### src/rtl/mgr_pkg.sv
package mgr_pkg;
  localparam int unsigned GAIN_W = 6;

  typedef enum logic [2:0] {
    ST_HIZ, ST_CM_UP, ST_PLAY, ST_GAIN_DN, ST_CM_DN
  } seq_state_e;

  function automatic logic [GAIN_W-1:0] target_db(input logic [1:0] sel);
    case (sel)
      2'd0:    return GAIN_W'(12);
      2'd1:    return GAIN_W'(20);
      2'd2:    return GAIN_W'(26);
      default: return GAIN_W'(32);
    endcase
  endfunction
endpackage

### src/rtl/mgr_tick.sv
module mgr_tick #(
  parameter int unsigned DIV = 16
) (
  input  logic clk_i,
  input  logic rst_ni,
  input  logic en_i,
  output logic tick_o
);
  localparam int unsigned CNT_W = (DIV > 1) ? $clog2(DIV) : 1;
  localparam logic [CNT_W-1:0] LAST = CNT_W'(DIV - 1);

  logic [CNT_W-1:0] cnt_q;

  assign tick_o = en_i && (cnt_q == LAST);

  always_ff @(posedge clk_i or negedge rst_ni) begin
    if (!rst_ni)                 cnt_q <= '0;
    else if (!en_i || tick_o)    cnt_q <= '0;
    else                         cnt_q <= cnt_q + 1'b1;
  end

  assert_cnt_range_R4: assert property (@(posedge clk_i) disable iff (!rst_ni)
    cnt_q <= LAST);
endmodule

### src/rtl/mgr_stepper.sv
module mgr_stepper #(
  parameter int unsigned W = 6
) (
  input  logic         clk_i,
  input  logic         rst_ni,
  input  logic         clr_i,
  input  logic         tick_i,
  input  logic [W-1:0] tgt_i,
  output logic [W-1:0] val_o
);
  always_ff @(posedge clk_i or negedge rst_ni) begin
    if (!rst_ni)                      val_o <= '0;
    else if (clr_i)                   val_o <= '0;
    else if (tick_i && val_o < tgt_i) val_o <= val_o + 1'b1;
    else if (tick_i && val_o > tgt_i) val_o <= val_o - 1'b1;
  end

  // no jumps: unit step or hold unless cleared
  assert_unit_step_R7: assert property (@(posedge clk_i) disable iff (!rst_ni)
    !clr_i |=> (val_o == $past(val_o) || val_o == $past(val_o) + 1'b1 ||
                val_o == $past(val_o) - 1'b1));
  assert_no_overshoot_R6: assert property (@(posedge clk_i) disable iff (!rst_ni)
    (!clr_i && val_o <= tgt_i) |=> val_o <= $past(tgt_i));
endmodule

### src/rtl/mute_ramp_ctrl.sv
module mute_ramp_ctrl
  import mgr_pkg::*;
#(
  parameter int unsigned GAIN_DIV = 16,
  parameter int unsigned CM_DIV   = 16,
  parameter int unsigned CM_STEPS = 32,
  localparam int unsigned CM_W    = $clog2(CM_STEPS + 1)
) (
  input  logic              clk_i,
  input  logic              rst_ni,
  input  logic              play_i,
  input  logic [1:0]        gain_sel_i,
  input  logic              fault_i,
  output logic [GAIN_W-1:0] gain_o,
  output logic [CM_W-1:0]   cm_o,
  output logic              pwm_en_o
);
  localparam logic [CM_W-1:0] CM_FULL = CM_W'(CM_STEPS);

  seq_state_e state_q, state_d;
  logic [GAIN_W-1:0] gain_tgt;
  logic [CM_W-1:0]   cm_tgt;
  logic gain_en, cm_en, gain_tick, cm_tick;

  assign gain_tgt = (state_q == ST_PLAY) ? target_db(gain_sel_i) : '0;
  assign cm_tgt   = (state_q == ST_CM_UP || state_q == ST_PLAY ||
                     state_q == ST_GAIN_DN) ? CM_FULL : '0;
  assign gain_en  = !fault_i && (state_q == ST_PLAY || state_q == ST_GAIN_DN)
                    && (gain_o != gain_tgt);
  assign cm_en    = !fault_i && (state_q == ST_CM_UP || state_q == ST_CM_DN)
                    && (cm_o != cm_tgt);

  always_comb begin
    state_d = state_q;
    unique case (state_q)
      ST_HIZ:     if (play_i)                state_d = ST_CM_UP;
      ST_CM_UP:   if (!play_i)               state_d = ST_CM_DN;
                  else if (cm_o == CM_FULL)  state_d = ST_PLAY;
      ST_PLAY:    if (!play_i)               state_d = ST_GAIN_DN;
      ST_GAIN_DN: if (play_i)                state_d = ST_PLAY;
                  else if (gain_o == '0)     state_d = ST_CM_DN;
      ST_CM_DN:   if (play_i)                state_d = ST_CM_UP;
                  else if (cm_o == '0)       state_d = ST_HIZ;
      default:                               state_d = ST_HIZ;
    endcase
    if (fault_i) state_d = ST_HIZ;
  end

  always_ff @(posedge clk_i or negedge rst_ni) begin
    if (!rst_ni) state_q <= ST_HIZ;
    else         state_q <= state_d;
  end

  assign pwm_en_o = (state_q != ST_HIZ);

  mgr_tick #(.DIV(GAIN_DIV)) u_gain_tick (
    .clk_i(clk_i), .rst_ni(rst_ni), .en_i(gain_en), .tick_o(gain_tick));
  mgr_tick #(.DIV(CM_DIV)) u_cm_tick (
    .clk_i(clk_i), .rst_ni(rst_ni), .en_i(cm_en), .tick_o(cm_tick));

  mgr_stepper #(.W(GAIN_W)) u_gain_ramp (
    .clk_i(clk_i), .rst_ni(rst_ni), .clr_i(fault_i), .tick_i(gain_tick),
    .tgt_i(gain_tgt), .val_o(gain_o));
  mgr_stepper #(.W(CM_W)) u_cm_ramp (
    .clk_i(clk_i), .rst_ni(rst_ni), .clr_i(fault_i), .tick_i(cm_tick),
    .tgt_i(cm_tgt), .val_o(cm_o));

  assert_gain_needs_cm_R3: assert property (@(posedge clk_i) disable iff (!rst_ni)
    (gain_o != '0) |-> (cm_o == CM_FULL));
  assert_fault_hiz_R8: assert property (@(posedge clk_i) disable iff (!rst_ni)
    fault_i |=> (gain_o == '0 && cm_o == '0 && !pwm_en_o));
  assert_off_is_quiet_R5: assert property (@(posedge clk_i) disable iff (!rst_ni)
    !pwm_en_o |-> (gain_o == '0 && cm_o == '0));
  assert_gain_max_R2: assert property (@(posedge clk_i) disable iff (!rst_ni)
    gain_o <= GAIN_W'(32));
endmodule

### config.mk
export PLATFORM = sky130hd
export DESIGN_NAME = mute_ramp_ctrl
export DESIGN_NICKNAME = d
export VERILOG_FILES = /design/src/rtl/mgr_pkg.sv /design/src/rtl/mgr_tick.sv /design/src/rtl/mgr_stepper.sv /design/src/rtl/mute_ramp_ctrl.sv
export SDC_FILE = /design/constraint.sdc
export NUM_CORES = 1
export LEC_CHECK = 0
export ABC_AREA = 0
export BUFFER_PORTS_ARGS = -buffer_cell sky130_fd_sc_hd__clkbuf_2
export CORE_UTILIZATION = 54
export DETAILED_ROUTE_END_ITERATION = 16
export PLACE_DENSITY = 0.79
export SLEW_MARGIN = 20
export SYNTH_ARGS = -nofsm -noshare
export SYNTH_HDL_FRONTEND = slang
export SYNTH_HIERARCHICAL = 1
export SYNTH_SLANG_ARGS = --single-unit
### constraint.sdc
create_clock -name clk_i -period 3.7 [get_ports clk_i]
set_clock_uncertainty 0.1 [all_clocks]
set_input_delay 0.37 -clock clk_i [delete_from_list [all_inputs] [get_ports clk_i]]
set_output_delay 0.37 -clock clk_i [all_outputs]
set_load 0.02 [all_outputs]
==> run_results.csv, run 1 <==
group,metric,value,unit
status,status,"complete, but fails checks",
status,violations,"setup timing",
power,finalPower,0.519,mW
floorplanning,fp.dieH,63.9,um
grt,gr-total-overflow,0,
layout,fin_nets,333,
floorplanning,dieArea,0.00409,mm2
setup_path,crit_family,"simple AND/OR/NAND/NOR gates",
route,routedWlPerCell,14.9,um
clocking,cts.sinks,23,
yosys,synth_common_cells,"31 x inv_1, 26 x ha_1, 23 x dfrtp_1",
route,final_antenna_net_count,0,
sta,rsz0062_at_grt,"yes",
power,cellPowerDensity,196,mW/mm2
floorplanning,initial_core_util,0.566,
grt,grt_first_pass_wirelength,8140,um
sta,setup-tns-final,-0.0561,ns
yosys,async_reset_ff_frac,1.00,
clocking,cts_root_buf,"clkbuf_8",
yosys,avgSynthCellArea,8.49,um2
clocking,htree_levels,1,
yosys,synth_area,0.00207,mm2
setup_path,r2r_setup_slack,-0.06,ns
power,vdd_drop_max,0.308,mV
route,postRouteWirelength,5150,um
setup_path,cp_slowest_cell,"or4_1",
yosys,synthTopCellsByArea,"dfrtp_1 28%, ha_1 16%, inv_1 5.6%",
sta,worst_pin_slew,0.576,ns
yosys,synth_most_common_cell,"inv_1",
route,dr.first_iter.drc_count,136,
setup_path,required,3.75,ns
clocking,numCtsBuffers,3,
grt,grt_use_total,0.252,
yosys,yosysTopAreaCell,"dfrtp_1",
clocking,clkSlewWorstSetupHoldPaths,0.08,ns
yosys,synth_cell_types,49,
yosys,yosys_warnings,6,
clocking,tritoncts,"yes",
sta,post-route-period-util,1.02,
floorplanning,row_count,22,
setup_path,end_kind,"register",
power,power.leakage,1.22,nW
grt,grt_max_degree,24,
worst_hold_path,hold_start,"play_i",
yosys,ys.flop_type,"dfrtp_1",
placement,portBuffers,18,
sta,finalCriticalPeriod,3.76,ns
setup_path,path_max_fanout,6,
setup_path,slowest_delay,0.54,ns
setup_path,crit_chain,"or3b_4, nor3_4, inv_2, ha_4, a21oi_2, o21a_1, o211ai_1, buf_4, ha_4, a21oi_4, o211ai_1, or4_1, mux2i_1, mux2_1",
floorplanning,chipWidth,63.9,um
yosys,synth_seq_cells,23,
setup_path,worstSetupStartpoint,"state_q[0]",
yosys,synth_enable_flop_cells,0,
worst_hold_path,hp-class,"in2reg",
sta,timing.final.ws_setup,-0.0561,ns
sta,slew_headroom,0.612,
placement,dp_hpwl,3620,um
layout,diodes,0,
route,detail_route.vias_per_cell,5.86,
route,vias,2029,
setup_path,startpoint_type,"register",
setup_path,cp.arrival,3.81,ns
yosys,yosysSeqAreaShare,0.278,
setup_path,reg2reg_from,"state_q[0]",
placement,place_congestion,0.864,
floorplanning,io_pins,19,
route,remaining_drc_errors,0,
yosys,synthesis.instances,244,
job,maxCapViolations,0,
grt,grt_pass1_vias,1877,
setup_path,crit_type,"reg2reg",
sta,max_clock_freq,266,MHz
clocking,insertion_delay,0.26,ns
sta,setup_violations,1,
route,firstDrtPassIters,4,
sta,slew_violations,0,
layout,drive_gt1_frac,0.258,
grt,antenna_found_initial,0,
floorplanning,core_area,0.00366,mm2
setup_path,cp.buffers_inverters,2,
yosys,yosys.area.top_type_share,0.278,
sta,hold_viol_final,0,
clocking,cts_buffer_depth,2,
layout,areaGrowthSynthToFinish,27.5,%
## layer usage
| metal | vias up | share of wire | global-route usage |
|---|---|---|---|
| li1 | 983 | - | - |
| met1 | 969 | 0.45 | 0.346 |
| met2 | 64 | 0.48 | 0.407 |
| met3 | 13 | 0.050 | 0.0446 |
| met4 | 0 | 0.019 | 0.0682 |
| met5 | - | 0 | 0 |
## cell usage in the layout (no fill, tap or decap), types with 4 or more instances in the layout
cell type | netlist | layout
clkbuf_2 | 0 | 18
buf_4 | 1 | 29
ha_1 | 26 | 20
nand2_1 | 8 | 8
o211ai_1 | 4 | 4
xnor2_1 | 8 | 7
nor2_1 | 21 | 20
inv_1 | 31 | 29
nand3_1 | 14 | 14
dfrtp_1 | 23 | 23
o21ai_0 | 15 | 14
inv_2 | 2 | 4
a21oi_1 | 19 | 16
ha_4 | 0 | 6
conb_1 | 1 | 6
## repair_timing
| item | 4_1_cts | 5_1_grt |
|---|---|---|
| pin swaps | 9 | 13 |
| hold buffers | 1 | 0 |
| resized for setup | 1 | 21 |
| hold endpoints to repair | 23 | 0 |
| endpoints found under the setup margin | 1 | 2 |
| setup buffers | 3 | 4 |
## worst paths after layout
| path | end | cells after the start |
|---|---|---|
| max | u_gain_ramp/val_o[5] | 14 |
| min | state_q[2] | 2 |
| max reg2reg | u_gain_ramp/val_o[5] | 14 |
| min reg2reg | u_cm_tick/cnt_q[0] | 1 |
| max in group asynchronous | u_gain_ramp/val_o[1] | 2 |
| min in group asynchronous | state_q[0] | 2 |
## sequential cells by signal (all words and copies together) (netlist names)
register / count
state_q: 3
u_cm_ramp/val_o: 6
u_gain_tick/cnt_q: 4
u_cm_tick/cnt_q: 4
u_gain_ramp/val_o: 6
## metrics by stage
stage | area, um2 | std cells | utilization | worst slack (ns) | hold WS (ns)
floorplan | 2090 | 249 | - | 0.0685 | -0.0256
global placement | 2380 | 334 | 0.651 | 0.0542 | 0.285
detailed placement | 2380 | 334 | 0.651 | -0.110 | 0.285
CTS | 2470 | 342 | 0.675 | 0.00457 | 0.244
global route | 2640 | 346 | 0.722 | -0.0935 | 0.274
finish | 2640 | 346 | 0.722 | -0.0561 | 0.258
## kinds of logic (layout without fill, tap and decap cells)
group / count (synthesis) / after routing / share of synthesized area
compound gates: 67 / 67 / 0.212
fa+ha+maj: 28 / 28 / 0.176
buf+inv: 36 / 85 / 0.0713
other cells: 1 / 6 / 0.00181
xor+xnor: 10 / 10 / 0.0423
flops: 23 / 23 / 0.278
mux: 5 / 5 / 0.0254
simple gates: 74 / 74 / 0.193
## power breakdown
group	leakage [nW]	internal, mW	switching (mW)
Combinational	0.884	0.0402	0.0596
Clock	0.0217	0.0761	0.0806
Sequential	0.319	0.257	0.00556
Total	1.22	0.373	0.146
## cell type report
| class | count | area (um2) |
|---|---|---|
| repair buffers | 48 | 318 |
| inverters | 33 | 124 |
| multi-input cells | 190 | 1520 |
| well taps | 48 | 60.1 |
| clock buffers | 3 | 41.3 |
| flip-flops and latches | 23 | 576 |
| fillers | 261 | 1020 |
| clock inverters | 1 | 7.51 |
No activity file was read; power rests on OpenSTA's default activity.
==> inputs of run 2 (changes only) <==
- CORE_UTILIZATION: 54 -> 55
- PLACE_DENSITY: 0.79 -> 0.78
- clock period: 3.7 -> 3.9 ns (I/O delays scaled with it)
==> run_results.csv, run 2 (same netlist as run 1, synthesis figures left out) <==
group,metric,value,unit
status,status,"finished clean",
floorplanning,chipWidth,63.4,um
worst_hold_path,hp-class,"in2async",
sta,setup_violations,0,
layout,layout_commonest_cell,"inv_1",
layout,final_core_util,0.710,
sta,timing.final.ws_setup,0.135,ns
power,power_switching,0.135,mW
clocking,cts_root_buf,"clkbuf_8",
floorplanning,dieArea,0.00402,mm2
setup_path,r2r-end,"u_gain_ramp/val_o[5]",
grt,antenna_found_initial,0,
clocking,htree_levels,1,
clocking,clkSlewWorstSetupHoldPaths,0.08,ns
clocking,numCtsBuffers,3,
floorplanning,io_pins,19,
floorplanning,row_count,21,
layout,reg.largest.list,"u_cm_ramp/val_o: 6 flops, u_gain_ramp/val_o: 6 flops",
setup_path,r2r_cells,13,
clocking,cts_hold_buf,0,
layout,fin_nets,328,
route,detail_route.vias_per_cell,5.58,
sta,finalCriticalPeriod,3.76,ns
setup_path,crit_type,"reg2reg",
setup_path,crit_chain,"or3b_4, nor3_4, inv_1, ha_1, a21oi_1, o21a_1, o211ai_1, ha_1, a21oi_2, o211ai_1, or4_1, mux2i_1, mux2_1",
sta,post-route-period-util,0.965,
sta,holdWs,0.00229,ns
power,cellPowerDensity,198,mW/mm2
power,vdd_drop_max,0.216,mV
route,postRouteWirelength,4630,um
route,dr.first_iter.drc_count,129,
sta,slew_headroom,0.574,
layout,final_cell_mix,"31 x inv_1, 26 x ha_1, 25 x buf_4",
grt,gr-total-overflow,0,
placement,dp.cells,326,
clocking,tritoncts,"yes",
clocking,cts.sinks,23,
layout,drive_gt1_frac,0.205,
clocking,cts_buffer_depth,2,
placement,portBuffers,18,
job,maxCapViolations,0,
layout,layout.cells.non_filler,339,
floorplanning,fp.dieH,63.4,um
sta,setup-tns-final,0,ns
route,firstDrtPassIters,5,
placement,dp_hpwl,3490,um
sta,worst_pin_slew,0.633,ns
sta,max_clock_freq,266,MHz
power,finalPower,0.487,mW
power,combPwrFrac,0.180,
setup_path,startpoint_type,"register",
power,p_sw_frac,0.277,
route,remaining_drc_errors,0,
placement,dpl_cell_area,0.00233,mm2
power,seqPwrFrac,0.516,
placement,pre_cts_slack,0.0909,ns
grt,grt_max_degree,24,
placement,place_congestion,0.922,
floorplanning,core_area,0.00347,mm2
route,routedWlPerCell,13.6,um
layout,design_area,0.00246,mm2
setup_path,cp.arrival,3.81,ns
setup_path,end_kind,"register",
grt,grt_pass1_vias,1768,
grt,grt_first_pass_wirelength,7860,um
setup_path,slowest_delay,0.45,ns
power,power.leakage,1.18,nW
route,vias,1892,
sta,slew_violations,0,
layout,diodes,0,
setup_path,r2r_setup_slack,0.14,ns
setup_path,reg2reg_from,"state_q[0]",
setup_path,cp_slowest_cell,"dfrtp_2",
sta,hold_viol_final,0,
grt,grt_use_total,0.244,
power,intPower,0.352,mW
floorplanning,initial_core_util,0.597,
route,final_antenna_net_count,0,
clocking,insertion_delay,0.26,ns
setup_path,required,3.95,ns
power,clkPwrFrac,0.303,
layout,areaGrowthSynthToFinish,18.9,%
setup_path,path_max_fanout,6,
==> run 2: changes by cell type in the layout (fill, tap and decap cells not counted), moves of 2 or more <==
cell     delta
ha_1        +6
ha_4        -6
buf_4       -4
dfrtp_1     -3
dfrtp_2     +3
a21oi_1     +2
inv_1       +2
inv_2       -2
nor3_1      +2
nor3_2      -2
==> run 2: per-layer routing <==
layer / share of wire / GRT usage / vias up
met3: 0.037 / 0.0417 / 4
met2: 0.47 / 0.391 / 52
met4: 0.0058 / 0.0483 / 0
met5: 0 / 0 / -
li1: - / - / 965
met1: 0.49 / 0.343 / 871
==> run 2: final cells by class <==
| class | instances | area, um2 |
|---|---|---|
| multi-input combinational | 190 | 1380 |
| fill | 291 | 1000 |
| sequential | 23 | 579 |
| timing repair buffer | 43 | 278 |
| inverter | 33 | 124 |
| tap | 46 | 57.6 |
| clock buffer | 3 | 41.3 |
| clock inverter | 1 | 5.00 |
==> run 2: repair_timing <==
item                       in CTS  in global routing
setup endpoints to repair       0                  3
setup buffers                   0                  9
resized for setup               0                  6
==> run 2: worst max-delay path by stage <==
stage                           endpoint  slack, ns  depth (start not counted)  startpoint
finish              u_gain_ramp/val_o[5]       0.14                         13  state_q[0]
global route        u_gain_ramp/val_o[5]      -0.02                         13  state_q[0]
CTS                 u_gain_ramp/val_o[5]       0.07                         13  state_q[0]
detailed placement  u_gain_ramp/val_o[5]       0.09                         13  state_q[0]
global placement      u_cm_ramp/val_o[5]       0.17                         13  state_q[2]
floorplan           u_gain_ramp/val_o[5]       0.18                         14  state_q[0]
==> run 2: power by group through the flow <==
| stage | logic, mW | registers, mW | clock network [mW] |
|---|---|---|---|
| 3_5_place_dp | 0.0747 | 0.257 | 0 |
| 5_1_grt | 0.0987 | 0.252 | 0.159 |
| 4_1_cts | 0.0753 | 0.252 | 0.152 |
| 3_3_place_gp | 0.0735 | 0.256 | 0 |
| 2_1_floorplan | 0.0575 | 0.251 | 0 |
| 6_report | 0.0879 | 0.252 | 0.148 |
==> run 2: critical path: cells and delay by family, from the launching register on <==
| kind | cells | cell delay (ns) |
|---|---|---|
| AOI/OAI and AO/OA | 5 | 0.81 |
| adders and majority gates | 2 | 0.66 |
| buffers and inverters | 1 | 0.07 |
| DFF | 1 | 0.45 |
| muxes | 2 | 0.51 |
| and+or+nand+nor | 3 | 1.04 |
==> inputs of run 3 (changes only) <==
- CORE_MARGIN: not set -> 5
- clock period: 3.9 -> 4.5 ns (I/O delays scaled with it)
==> run_results.csv, run 3 (same netlist as run 1, synthesis figures left out) <==
group,metric,value,unit
worst_hold_path,hp-class,"in2async",
route,postRouteWirelength,4270,um
setup_path,slowest_delay,0.49,ns
setup_path,end_kind,"register",
setup_path,startpoint_type,"register",
clocking,numCtsBuffers,3,
placement,portBuffers,18,
setup_path,worstSetupStartpoint,"state_q[0]",
layout,reg.largest.list,"u_cm_ramp/val_o: 6 flops, u_gain_ramp/val_o: 6 flops",
setup_path,r2r_cells,13,
layout,fin_nets,305,
setup_path,crit_chain,"or3b_4, nor3_4, xnor2_1, a41oi_1, inv_1, nor2_1, o211ai_1, ha_1, a21oi_1, o211ai_1, or4_1, mux2i_1, mux2_1",
floorplanning,core_area,0.00366,mm2
clocking,clkSlewWorstSetupHoldPaths,0.08,ns
clocking,cts_buffer_depth,2,
layout,drive_gt1_frac,0.115,
clocking,cts_hold_buf,0,
grt,grt_use_total,0.175,
power,vdd_drop_max,0.210,mV
clocking,cts_setup_buffers,0,
clocking,tritoncts,"yes",
sta,hold_viol_final,0,
sta,holdWs,0.0605,ns
status,status,"finished clean",
setup_path,path_max_fanout,10,
route,final_antenna_net_count,0,
placement,pre_cts_slack,0.338,ns
grt,grt_pass1_vias,1674,
layout,areaGrowthSynthToFinish,10.1,%
sta,finalCriticalPeriod,4.18,ns
grt,grt_max_degree,24,
floorplanning,row_count,22,
job,maxCapViolations,0,
clocking,cts_root_buf,"clkbuf_8",
sta,post-route-period-util,0.930,
grt,antenna_found_initial,0,
layout,fillerInstances,305,
layout,layout_commonest_cell,"inv_1",
floorplanning,chipWidth,71.4,um
route,remaining_drc_errors,0,
clocking,ctsResizeCount,0,
route,routedWlPerCell,13.4,um
power,cellPowerDensity,181,mW/mm2
floorplanning,dieArea,0.00509,mm2
grt,gr-total-overflow,0,
setup_path,r2r-end,"u_gain_ramp/val_o[5]",
sta,timing.final.ws_setup,0.317,ns
layout,final_cell_mix,"31 x inv_1, 26 x ha_1, 23 x dfrtp_1",
power,power.leakage,1.07,nW
placement,dp_hpwl,3330,um
floorplanning,fp.dieH,71.4,um
setup_path,cp.arrival,4.24,ns
route,detail_route.vias_per_cell,5.66,
floorplanning,io_pins,19,
placement,place_congestion,0.881,
clocking,htree_levels,1,
route,vias,1801,
sta,slew_headroom,0.614,
sta,setup_violations,0,
clocking,insertion_delay,0.26,ns
layout,diodes,0,
setup_path,crit_type,"reg2reg",
route,dr.first_iter.drc_count,126,
setup_path,required,4.55,ns
grt,grt_first_pass_wirelength,7380,um
setup_path,r2r_setup_slack,0.32,ns
setup_path,cp_slowest_cell,"dfrtp_1",
floorplanning,initial_core_util,0.566,
power,finalPower,0.412,mW
sta,rsz0062_at_grt,"no",
sta,setup-tns-final,0,ns
route,firstDrtPassIters,4,
sta,max_clock_freq,239,MHz
setup_path,reg2reg_from,"state_q[0]",
sta,slew_violations,0,
setup_path,cpMostUsedCell,"o211ai_1",
sta,worst_pin_slew,0.577,ns
clocking,cts.sinks,23,
-- run 3: cell type report --
| type | instances | area (um2) | share of cell area |
|---|---|---|---|
| well taps | 48 | 60.1 | 0.0263 |
| clock inverters | 1 | 7.51 | 0.00329 |
| repair buffers | 20 | 105 | 0.0461 |
| inverters | 33 | 124 | 0.0543 |
| multi-input cells | 190 | 1370 | 0.600 |
| clock buffers | 3 | 41.3 | 0.0181 |
| flip-flops and latches | 23 | 576 | 0.252 |
-- run 3: routing by layer --
layer	global-route usage	share of wire	vias to the layer above	wire length, um
li1	-	-	926	-
met1	0.242	0.49	829	2080
met2	0.279	0.45	42	1940
met3	0.0393	0.049	4	208
met4	0.0418	0.0084	0	36
met5	0	0	-	0
-- run 3: power breakdown --
group          switching (mW)  internal [mW]
clock                  0.0691         0.0626
sequential            0.00888          0.211
combinational          0.0379         0.0229
-- run 3: worst max-delay path: cells and delay by family, from the launching register on --
kind	cells	cell delay, ns
and+or+nand+nor	4	1.46
muxes	2	0.52
buffers and inverters	1	0.12
AOI/OAI and AO/OA	4	0.92
DFF	1	0.49
adders and majority gates	1	0.38
xor gates and xnor gates	1	0.08
-- run 3: per-stage QoR --
stage               instance area (um2)   util  cells
floorplan                          2090      -    249
global placement                   2230  0.610    314
detailed placement                 2230  0.610    314
CTS                                2280  0.623    318
global route                       2280  0.623    318
finish                             2280  0.623    318
-- run 3: how the worst max path moves through the flow --
stage,to,slack [ns],cells after the start
2_1_floorplan,u_gain_ramp/val_o[5],0.78,14
3_3_place_gp,u_gain_ramp/val_o[5],0.51,16
3_5_place_dp,u_gain_ramp/val_o[5],0.34,16
4_1_cts,u_gain_ramp/val_o[5],0.38,13
5_1_grt,u_gain_ramp/val_o[5],0.06,13
6_report,u_gain_ramp/val_o[5],0.32,13
